### src/rtl/tec_pkg.sv
package tec_pkg;

  typedef enum logic [1:0] {
    FC_PASS = 2'b00,
    FC_GP   = 2'b01,
    FC_PF   = 2'b10
  } fclass_e;

  // Check slots, lowest index has highest priority.
  localparam int CK_ALIGN   = 0;
  localparam int CK_MVALID  = 1;
  localparam int CK_MBLOCK  = 2;
  localparam int CK_MOWNER  = 3;
  localparam int CK_MPEND   = 4;
  localparam int CK_FLAGS   = 5;
  localparam int CK_INIT    = 6;
  localparam int CK_MODE    = 7;
  localparam int CK_FXSAVE  = 8;
  localparam int CK_FMASK   = 9;
  localparam int CK_NOTIFY  = 10;
  localparam int CK_FRAME   = 11;
  localparam int CK_ACTIVE  = 12;
  localparam int N_CHECKS   = 13;

  localparam int N_PAGE_CK  = CK_FLAGS;
  localparam int N_ATTR_CK  = N_CHECKS - N_PAGE_CK;

  // Slots that raise a page fault; every other slot raises a GP fault.
  localparam logic [N_CHECKS-1:0] PF_SLOTS =
    N_CHECKS'((1 << CK_MVALID) | (1 << CK_MBLOCK) | (1 << CK_MOWNER) | (1 << CK_MPEND));

endpackage

### src/rtl/tec_page_chk.sv
module tec_page_chk #(
  parameter int AW        = 48,
  parameter int TW        = 8,
  parameter int PAGE_BITS = 12,
  parameter logic [TW-1:0] TCP_TYPE = 8'h01
) (
  input  logic [AW-1:0] req_addr,
  input  logic          meta_valid,
  input  logic          meta_blocked,
  input  logic          meta_pending,
  input  logic          meta_modified,
  input  logic [TW-1:0] meta_type,
  input  logic [AW-1:0] meta_owner,
  output logic [tec_pkg::N_PAGE_CK-1:0] fail
);
  import tec_pkg::*;

  function automatic logic misaligned(input logic [AW-1:0] a);
    return a[PAGE_BITS-1:0] != '0;
  endfunction

  function automatic logic bad_identity(input logic [AW-1:0] a,
                                        input logic [AW-1:0] own,
                                        input logic [TW-1:0] ty);
    return (own != a) || (ty != TCP_TYPE);
  endfunction

  always_comb begin
    fail            = '0;
    fail[CK_ALIGN]  = misaligned(req_addr);
    fail[CK_MVALID] = !meta_valid;
    fail[CK_MBLOCK] = meta_blocked;
    fail[CK_MOWNER] = bad_identity(req_addr, meta_owner, meta_type);
    fail[CK_MPEND]  = meta_pending || meta_modified;
  end

endmodule

### src/rtl/tec_attr_chk.sv
module tec_attr_chk #(
  parameter int FW = 64,
  parameter int IW = 32,
  parameter int XW = 64,
  parameter int OPTIN_BIT  = 0,
  parameter int NOTIFY_BIT = 1,
  parameter logic [XW-1:0] LEGACY_FMASK = 3
) (
  input  logic [FW-1:0] tcp_flags,
  input  logic [IW-1:0] cur_frame,
  input  logic [IW-1:0] num_frames,
  input  logic          thr_active,
  input  logic          encl_init,
  input  logic          encl_mode64,
  input  logic [XW-1:0] encl_fmask,
  input  logic          encl_notify,
  input  logic          cpu_mode64,
  input  logic          cpu_xsave_en,
  input  logic          cpu_fxsave_en,
  input  logic [XW-1:0] act_fmask,
  output logic [tec_pkg::N_ATTR_CK-1:0] fail
);
  import tec_pkg::*;

  localparam int LOW_KEEP = ((OPTIN_BIT > NOTIFY_BIT) ? OPTIN_BIT : NOTIFY_BIT) + 1;
  localparam logic [FW-1:0] RSVD_MASK = ~((FW'(1) << LOW_KEEP) - FW'(1));

  function automatic logic fmask_bad(input logic xs_en,
                                     input logic [XW-1:0] want,
                                     input logic [XW-1:0] have);
    if (xs_en) return (want & ~have) != '0;
    return want != LEGACY_FMASK;
  endfunction

  function automatic logic notify_bad(input logic [FW-1:0] fl, input logic attr);
    return !fl[OPTIN_BIT] && (fl[NOTIFY_BIT] != attr);
  endfunction

  function automatic logic frame_bad(input logic [IW-1:0] cur, input logic [IW-1:0] tot);
    return cur >= tot;
  endfunction

  always_comb begin
    fail                       = '0;
    fail[CK_FLAGS  - N_PAGE_CK] = (tcp_flags & RSVD_MASK) != '0;
    fail[CK_INIT   - N_PAGE_CK] = !encl_init;
    fail[CK_MODE   - N_PAGE_CK] = cpu_mode64 != encl_mode64;
    fail[CK_FXSAVE - N_PAGE_CK] = !cpu_fxsave_en;
    fail[CK_FMASK  - N_PAGE_CK] = fmask_bad(cpu_xsave_en, encl_fmask, act_fmask);
    fail[CK_NOTIFY - N_PAGE_CK] = notify_bad(tcp_flags, encl_notify);
    fail[CK_FRAME  - N_PAGE_CK] = frame_bad(cur_frame, num_frames);
    fail[CK_ACTIVE - N_PAGE_CK] = thr_active;
  end

endmodule

### src/rtl/tec_prio_sel.sv
module tec_prio_sel #(
  parameter int N = 13,
  parameter logic [N-1:0] PF_MASK = '0
) (
  input  logic [N-1:0] fail,
  output logic [N-1:0] win,
  output logic [1:0]   cls
);
  import tec_pkg::*;

  logic [N-1:0] seen_before;

  assign seen_before[0] = 1'b0;
  assign win[0]         = fail[0];

  for (genvar i = 1; i < N; i++) begin : g_chain
    assign seen_before[i] = seen_before[i-1] | fail[i-1];
    assign win[i]         = fail[i] & ~seen_before[i];
  end

  always_comb begin
    if (fail == '0)                 cls = FC_PASS;
    else if ((win & PF_MASK) != '0) cls = FC_PF;
    else                            cls = FC_GP;
  end

endmodule

### src/rtl/thread_entry_check.sv
module thread_entry_check #(
  parameter int AW        = 48,
  parameter int FW        = 64,
  parameter int IW        = 32,
  parameter int XW        = 64,
  parameter int TW        = 8,
  parameter int PAGE_BITS = 12
) (
  input  logic          clk,
  input  logic          rst_n,
  input  logic          start,
  input  logic [AW-1:0] req_addr,
  input  logic [FW-1:0] tcp_flags,
  input  logic [IW-1:0] cur_frame,
  input  logic [IW-1:0] num_frames,
  input  logic          thr_active,
  input  logic          meta_valid,
  input  logic          meta_blocked,
  input  logic          meta_pending,
  input  logic          meta_modified,
  input  logic [TW-1:0] meta_type,
  input  logic [AW-1:0] meta_owner,
  input  logic          encl_init,
  input  logic          encl_mode64,
  input  logic [XW-1:0] encl_fmask,
  input  logic          encl_notify,
  input  logic          cpu_mode64,
  input  logic          cpu_xsave_en,
  input  logic          cpu_fxsave_en,
  input  logic [XW-1:0] act_fmask,
  output logic          done,
  output logic [1:0]    fault_class,
  output logic [AW-1:0] fault_addr
);
  import tec_pkg::*;

  // Named internal events, observed by the bound checker.
  logic [N_PAGE_CK-1:0] page_fail;
  logic [N_ATTR_CK-1:0] attr_fail;
  logic [N_CHECKS-1:0]  fail_vec;
  logic [N_CHECKS-1:0]  win_vec;
  logic [1:0]           next_class;
  logic [AW-1:0]        next_addr;

  tec_page_chk #(
    .AW(AW), .TW(TW), .PAGE_BITS(PAGE_BITS), .TCP_TYPE(TW'(1))
  ) u_page (
    .req_addr      (req_addr),
    .meta_valid    (meta_valid),
    .meta_blocked  (meta_blocked),
    .meta_pending  (meta_pending),
    .meta_modified (meta_modified),
    .meta_type     (meta_type),
    .meta_owner    (meta_owner),
    .fail          (page_fail)
  );

  tec_attr_chk #(
    .FW(FW), .IW(IW), .XW(XW)
  ) u_attr (
    .tcp_flags     (tcp_flags),
    .cur_frame     (cur_frame),
    .num_frames    (num_frames),
    .thr_active    (thr_active),
    .encl_init     (encl_init),
    .encl_mode64   (encl_mode64),
    .encl_fmask    (encl_fmask),
    .encl_notify   (encl_notify),
    .cpu_mode64    (cpu_mode64),
    .cpu_xsave_en  (cpu_xsave_en),
    .cpu_fxsave_en (cpu_fxsave_en),
    .act_fmask     (act_fmask),
    .fail          (attr_fail)
  );

  assign fail_vec = {attr_fail, page_fail};

  tec_prio_sel #(
    .N(N_CHECKS), .PF_MASK(PF_SLOTS)
  ) u_prio (
    .fail (fail_vec),
    .win  (win_vec),
    .cls  (next_class)
  );

  assign next_addr = (next_class == FC_PF) ? req_addr : '0;

  always_ff @(posedge clk or negedge rst_n) begin
    if (!rst_n) begin
      done        <= 1'b0;
      fault_class <= FC_PASS;
      fault_addr  <= '0;
    end else begin
      done <= start;
      if (start) begin
        fault_class <= next_class;
        fault_addr  <= next_addr;
      end
    end
  end

endmodule

### config.mk
export PLATFORM = sky130hd
export DESIGN_NAME = thread_entry_check
export DESIGN_NICKNAME = d
export VERILOG_FILES = /design/src/rtl/tec_pkg.sv /design/src/rtl/tec_page_chk.sv /design/src/rtl/tec_attr_chk.sv /design/src/rtl/tec_prio_sel.sv /design/src/rtl/thread_entry_check.sv
export SDC_FILE = /design/constraint.sdc
export NUM_CORES = 1
export LEC_CHECK = 0
export BUFFER_PORTS_ARGS = -buffer_cell sky130_fd_sc_hd__buf_4
export CAP_MARGIN = 20
export CORE_AREA = 2 2 167 169
export CTS_CLUSTER_SIZE = 28
export DETAILED_ROUTE_END_ITERATION = 7
export DIE_AREA = 0 0 169 171
export PLACE_DENSITY = 0.52
export SLEW_MARGIN = 30
export SYNTH_ARGS = -nofsm -noshare
export SYNTH_HDL_FRONTEND = slang
export SYNTH_SLANG_ARGS = --single-unit
### constraint.sdc
create_clock -name clk -period 2.06 [get_ports clk]
set_input_delay 0.412 -clock clk [delete_from_list [all_inputs] [get_ports clk]]
set_output_delay 0.412 -clock clk [all_outputs]
set_load 0.03 [all_outputs]
==> flow_summary.yaml <==
floorplan:
  floorplan.initialDensity_pct: 14.5
  die_w_um: 169
  io-pin-count: 425
  rows: 61
  floorplan.die_area_mm2: 0.0289
  floorplan.die.height_um: 171
  core_mm2: 0.0273
setup_path:
  worstReg2RegEnd: "fault_addr[19]"
  r2r-start: "fault_addr[19]"
  cp_data_arrival_time_ns: 2.26
  worstPathMaxFanout: 7
  start_kind: "input pin"
  timing.reg2reg.setup_slack_ns: 1.32
  critical_path.endpoint_type: "register"
  crit_required_ns: 2.24
  path_class: "input pin to register"
  worst-r2r-cell-count: 1
sta:
  finalHoldViolCount: 0
  timing.clock.skew_ns: 0
  fin_crit_ns: 2.08
  setup_violations: 31
  finalWorstSetupSlack_ns: -0.0219
  slew_headroom_pct: 55.5
  max_freq_mhz: 480
  final_max_slew_viol_count: 0
  fin_tns_setup_ns: -0.281
  finalCritPeriodShare_pct: 101
  grt_setup_unrepaired: "yes"
  worst_pin_slew_ns: 0.668
clocking:
  numCtsBuffers: 5
  cts.sink_count: 51
  clk_pin_slew_worst_paths_ns: 0.07
  cts.path.max_buffers: 2
  hold_buffers: 0
  cts_tree: "done"
  clkLatencyLatePin_ns: 0.29
  htree_num_levels: 2
  clockRootBuffer: "sky130_fd_sc_hd__clkbuf_16"
status:
  failed_checks: "setup timing"
  run_status: "complete, but fails checks"
synthesis:
  synth_flop_cell: "sky130_fd_sc_hd__dfrtp_1"
  postSynthCellCount: 449
  synthesis.yosys.warnings: 0
  count_of_flip_flops_with_a_built_in_enable_after_synthesis: 0
  ys_types: 34
  ys_seq_elements: 51
  avgSynthCellArea_um2: 8.82
  synthArstFlopShare_pct: 100
  yosysSeqAreaShare_pct: 32.2
  synth_nets: 855
  netlist_area_before_placement_mm2: 0.00396
power_and_ir_drop:
  worst_ir_drop_vdd_uv: 313
  power_density_over_cell_area_mw_per_mm2: 357
  leakage_uw: 0.00444
  total_power_uw: 2980
layout:
  final_area_mm2: 0.00835
  antenna-diode-count: 0
  finalNetCount: 1330
  layout.cells.most_common_list: "sky130_fd_sc_hd__buf_4, sky130_fd_sc_hd__inv_1, sky130_fd_sc_hd__dfrtp_1, sky130_fd_sc_hd__a22o_1, sky130_fd_sc_hd__nor4_1"
  synthToLayoutAreaGrowth_pct: 111
  final_common_cell: "sky130_fd_sc_hd__buf_4"
  final_core_util_pct: 30.5
  drive_above_1_share_pct: 54.5
min_path:
  hp-class: "input pin to async pin"
global_routing:
  grt_start_max_net_pins: 52
  grt_remaining_overflow: 0
  grt_antenna_before_repair: 0
  grt_util_all_layers_pct: 14.9
  grt_pass1_wl_um: 32200
  first_global_vias: 5342
routing:
  wire_per_inst_um: 18.0
  detail_route.iter0.violations: 247
  viasPerCell: 4.11
  detailedRoute.firstPassIterationCount: 4
  wl_um: 22900
  drcViolationCount: 0
  via_count: 5228
  postRouteAntennaNets: 0
run:
  maxCapViolCount: 0
placed_design:
  dpl_worst_slack_ns: -0.643
  dp.final_hpwl_um: 20400
  port-buffer-count: 424
  dpl_cell_area_mm2: 0.00792
  gpl.final_weighted_congestion: 0.948
==> state kept, by name (all words and copies together) (netlist names) <==
| signal | flops |
|---|---|
| done | 1 |
| fault_class | 2 |
| fault_addr | 48 |
==> stage by stage <==
step / hold slack (ns) / cells
4_1_cts: 0.182 / 1269
6_report: 0.146 / 1271
2_1_floorplan: 0.116 / 449
3_3_place_gp: 0.486 / 1260
5_1_grt: 0.197 / 1271
3_5_place_dp: 0.487 / 1260
==> cell usage after synthesis (5+ instances only) <==
cell | instances | share of area [%]
sky130_fd_sc_hd__xor2_1 | 11 | 2.4
sky130_fd_sc_hd__a21o_1 | 5 | 0.95
sky130_fd_sc_hd__ha_1 | 32 | 10
sky130_fd_sc_hd__clkbuf_1 | 5 | 0.47
sky130_fd_sc_hd__xnor2_1 | 39 | 8.6
sky130_fd_sc_hd__nor3_1 | 9 | 1.1
sky130_fd_sc_hd__nand2_1 | 6 | 0.57
sky130_fd_sc_hd__o22ai_1 | 19 | 3.0
sky130_fd_sc_hd__nand4_1 | 28 | 4.4
sky130_fd_sc_hd__a22o_1 | 36 | 8.0
sky130_fd_sc_hd__nand2b_1 | 12 | 1.9
sky130_fd_sc_hd__inv_1 | 86 | 8.2
sky130_fd_sc_hd__nor2b_1 | 14 | 2.2
sky130_fd_sc_hd__nor4_1 | 40 | 6.3
sky130_fd_sc_hd__a21oi_1 | 13 | 1.6
sky130_fd_sc_hd__dfrtp_1 | 51 | 32
sky130_fd_sc_hd__nor2_1 | 8 | 0.76
==> critical path: stages <==
cell and delay, ns:
sky130_fd_sc_hd__buf_4 0.11, sky130_fd_sc_hd__nor4_1 0.28, sky130_fd_sc_hd__nand4_1 0.17, sky130_fd_sc_hd__nor4_2 0.31
sky130_fd_sc_hd__buf_4 0.16, sky130_fd_sc_hd__nor4b_2 0.20, sky130_fd_sc_hd__buf_4 0.17, sky130_fd_sc_hd__nor2_4 0.09
sky130_fd_sc_hd__buf_12 0.15, sky130_fd_sc_hd__a22o_1 0.20
==> how the worst max path moves through the flow <==
stage                              start              to  slack [ns]  cells past startpoint
final                       meta_type[3]  fault_addr[17]       -0.02                     10
after global routing      meta_owner[30]  fault_addr[17]       -0.16                     11
after CTS                 meta_owner[37]  fault_addr[17]       -0.02                     11
after detailed placement    req_addr[30]  fault_addr[19]       -0.64                     12
after global placement      req_addr[30]  fault_addr[19]       -0.59                     12
after floorplan             req_addr[11]  fault_addr[27]        0.09                      9
==> cells by family (layout without fill, tap and decap cells) <==
logic type      after synthesis  after routing  share of synthesized area [%]
fa+ha+maj                    32             32                           10.1
xor+xnor                     50             50                           11.1
compound gates               93             93                           17.5
simple gates                128            128                           19.5
flops                        51             51                           32.2
buf+inv                      95            571                           9.60
==> final cells by class <==
cell class / instances / area (um^2)
sequential: 51 / 1280
multi-input combinational: 303 / 2450
timing repair buffer: 477 / 3710
tap: 346 / 433
clock buffer: 8 / 156
inverter: 86 / 323
fill: 2957 / 19000
==> repair_timing <==
item	CTS	global route
cloned	2	1
endpoints found under the setup margin	38	38
hold endpoints to repair	0	0
gates resized for setup	26	11
setup buffers	0	1
pin swaps	9	10
==> layer usage <==
layer  track usage, %  wire length (um)
met5                0                 0
met4             2.34               262
met3             3.19              1710
met2             24.5             11100
met1             20.4              9780
==> report_power, final <==
part,switching [uW],internal [uW]
Clock,349,518
Sequential,0.334,1000
Combinational,420,688
(Power assumes the default switching activity.)
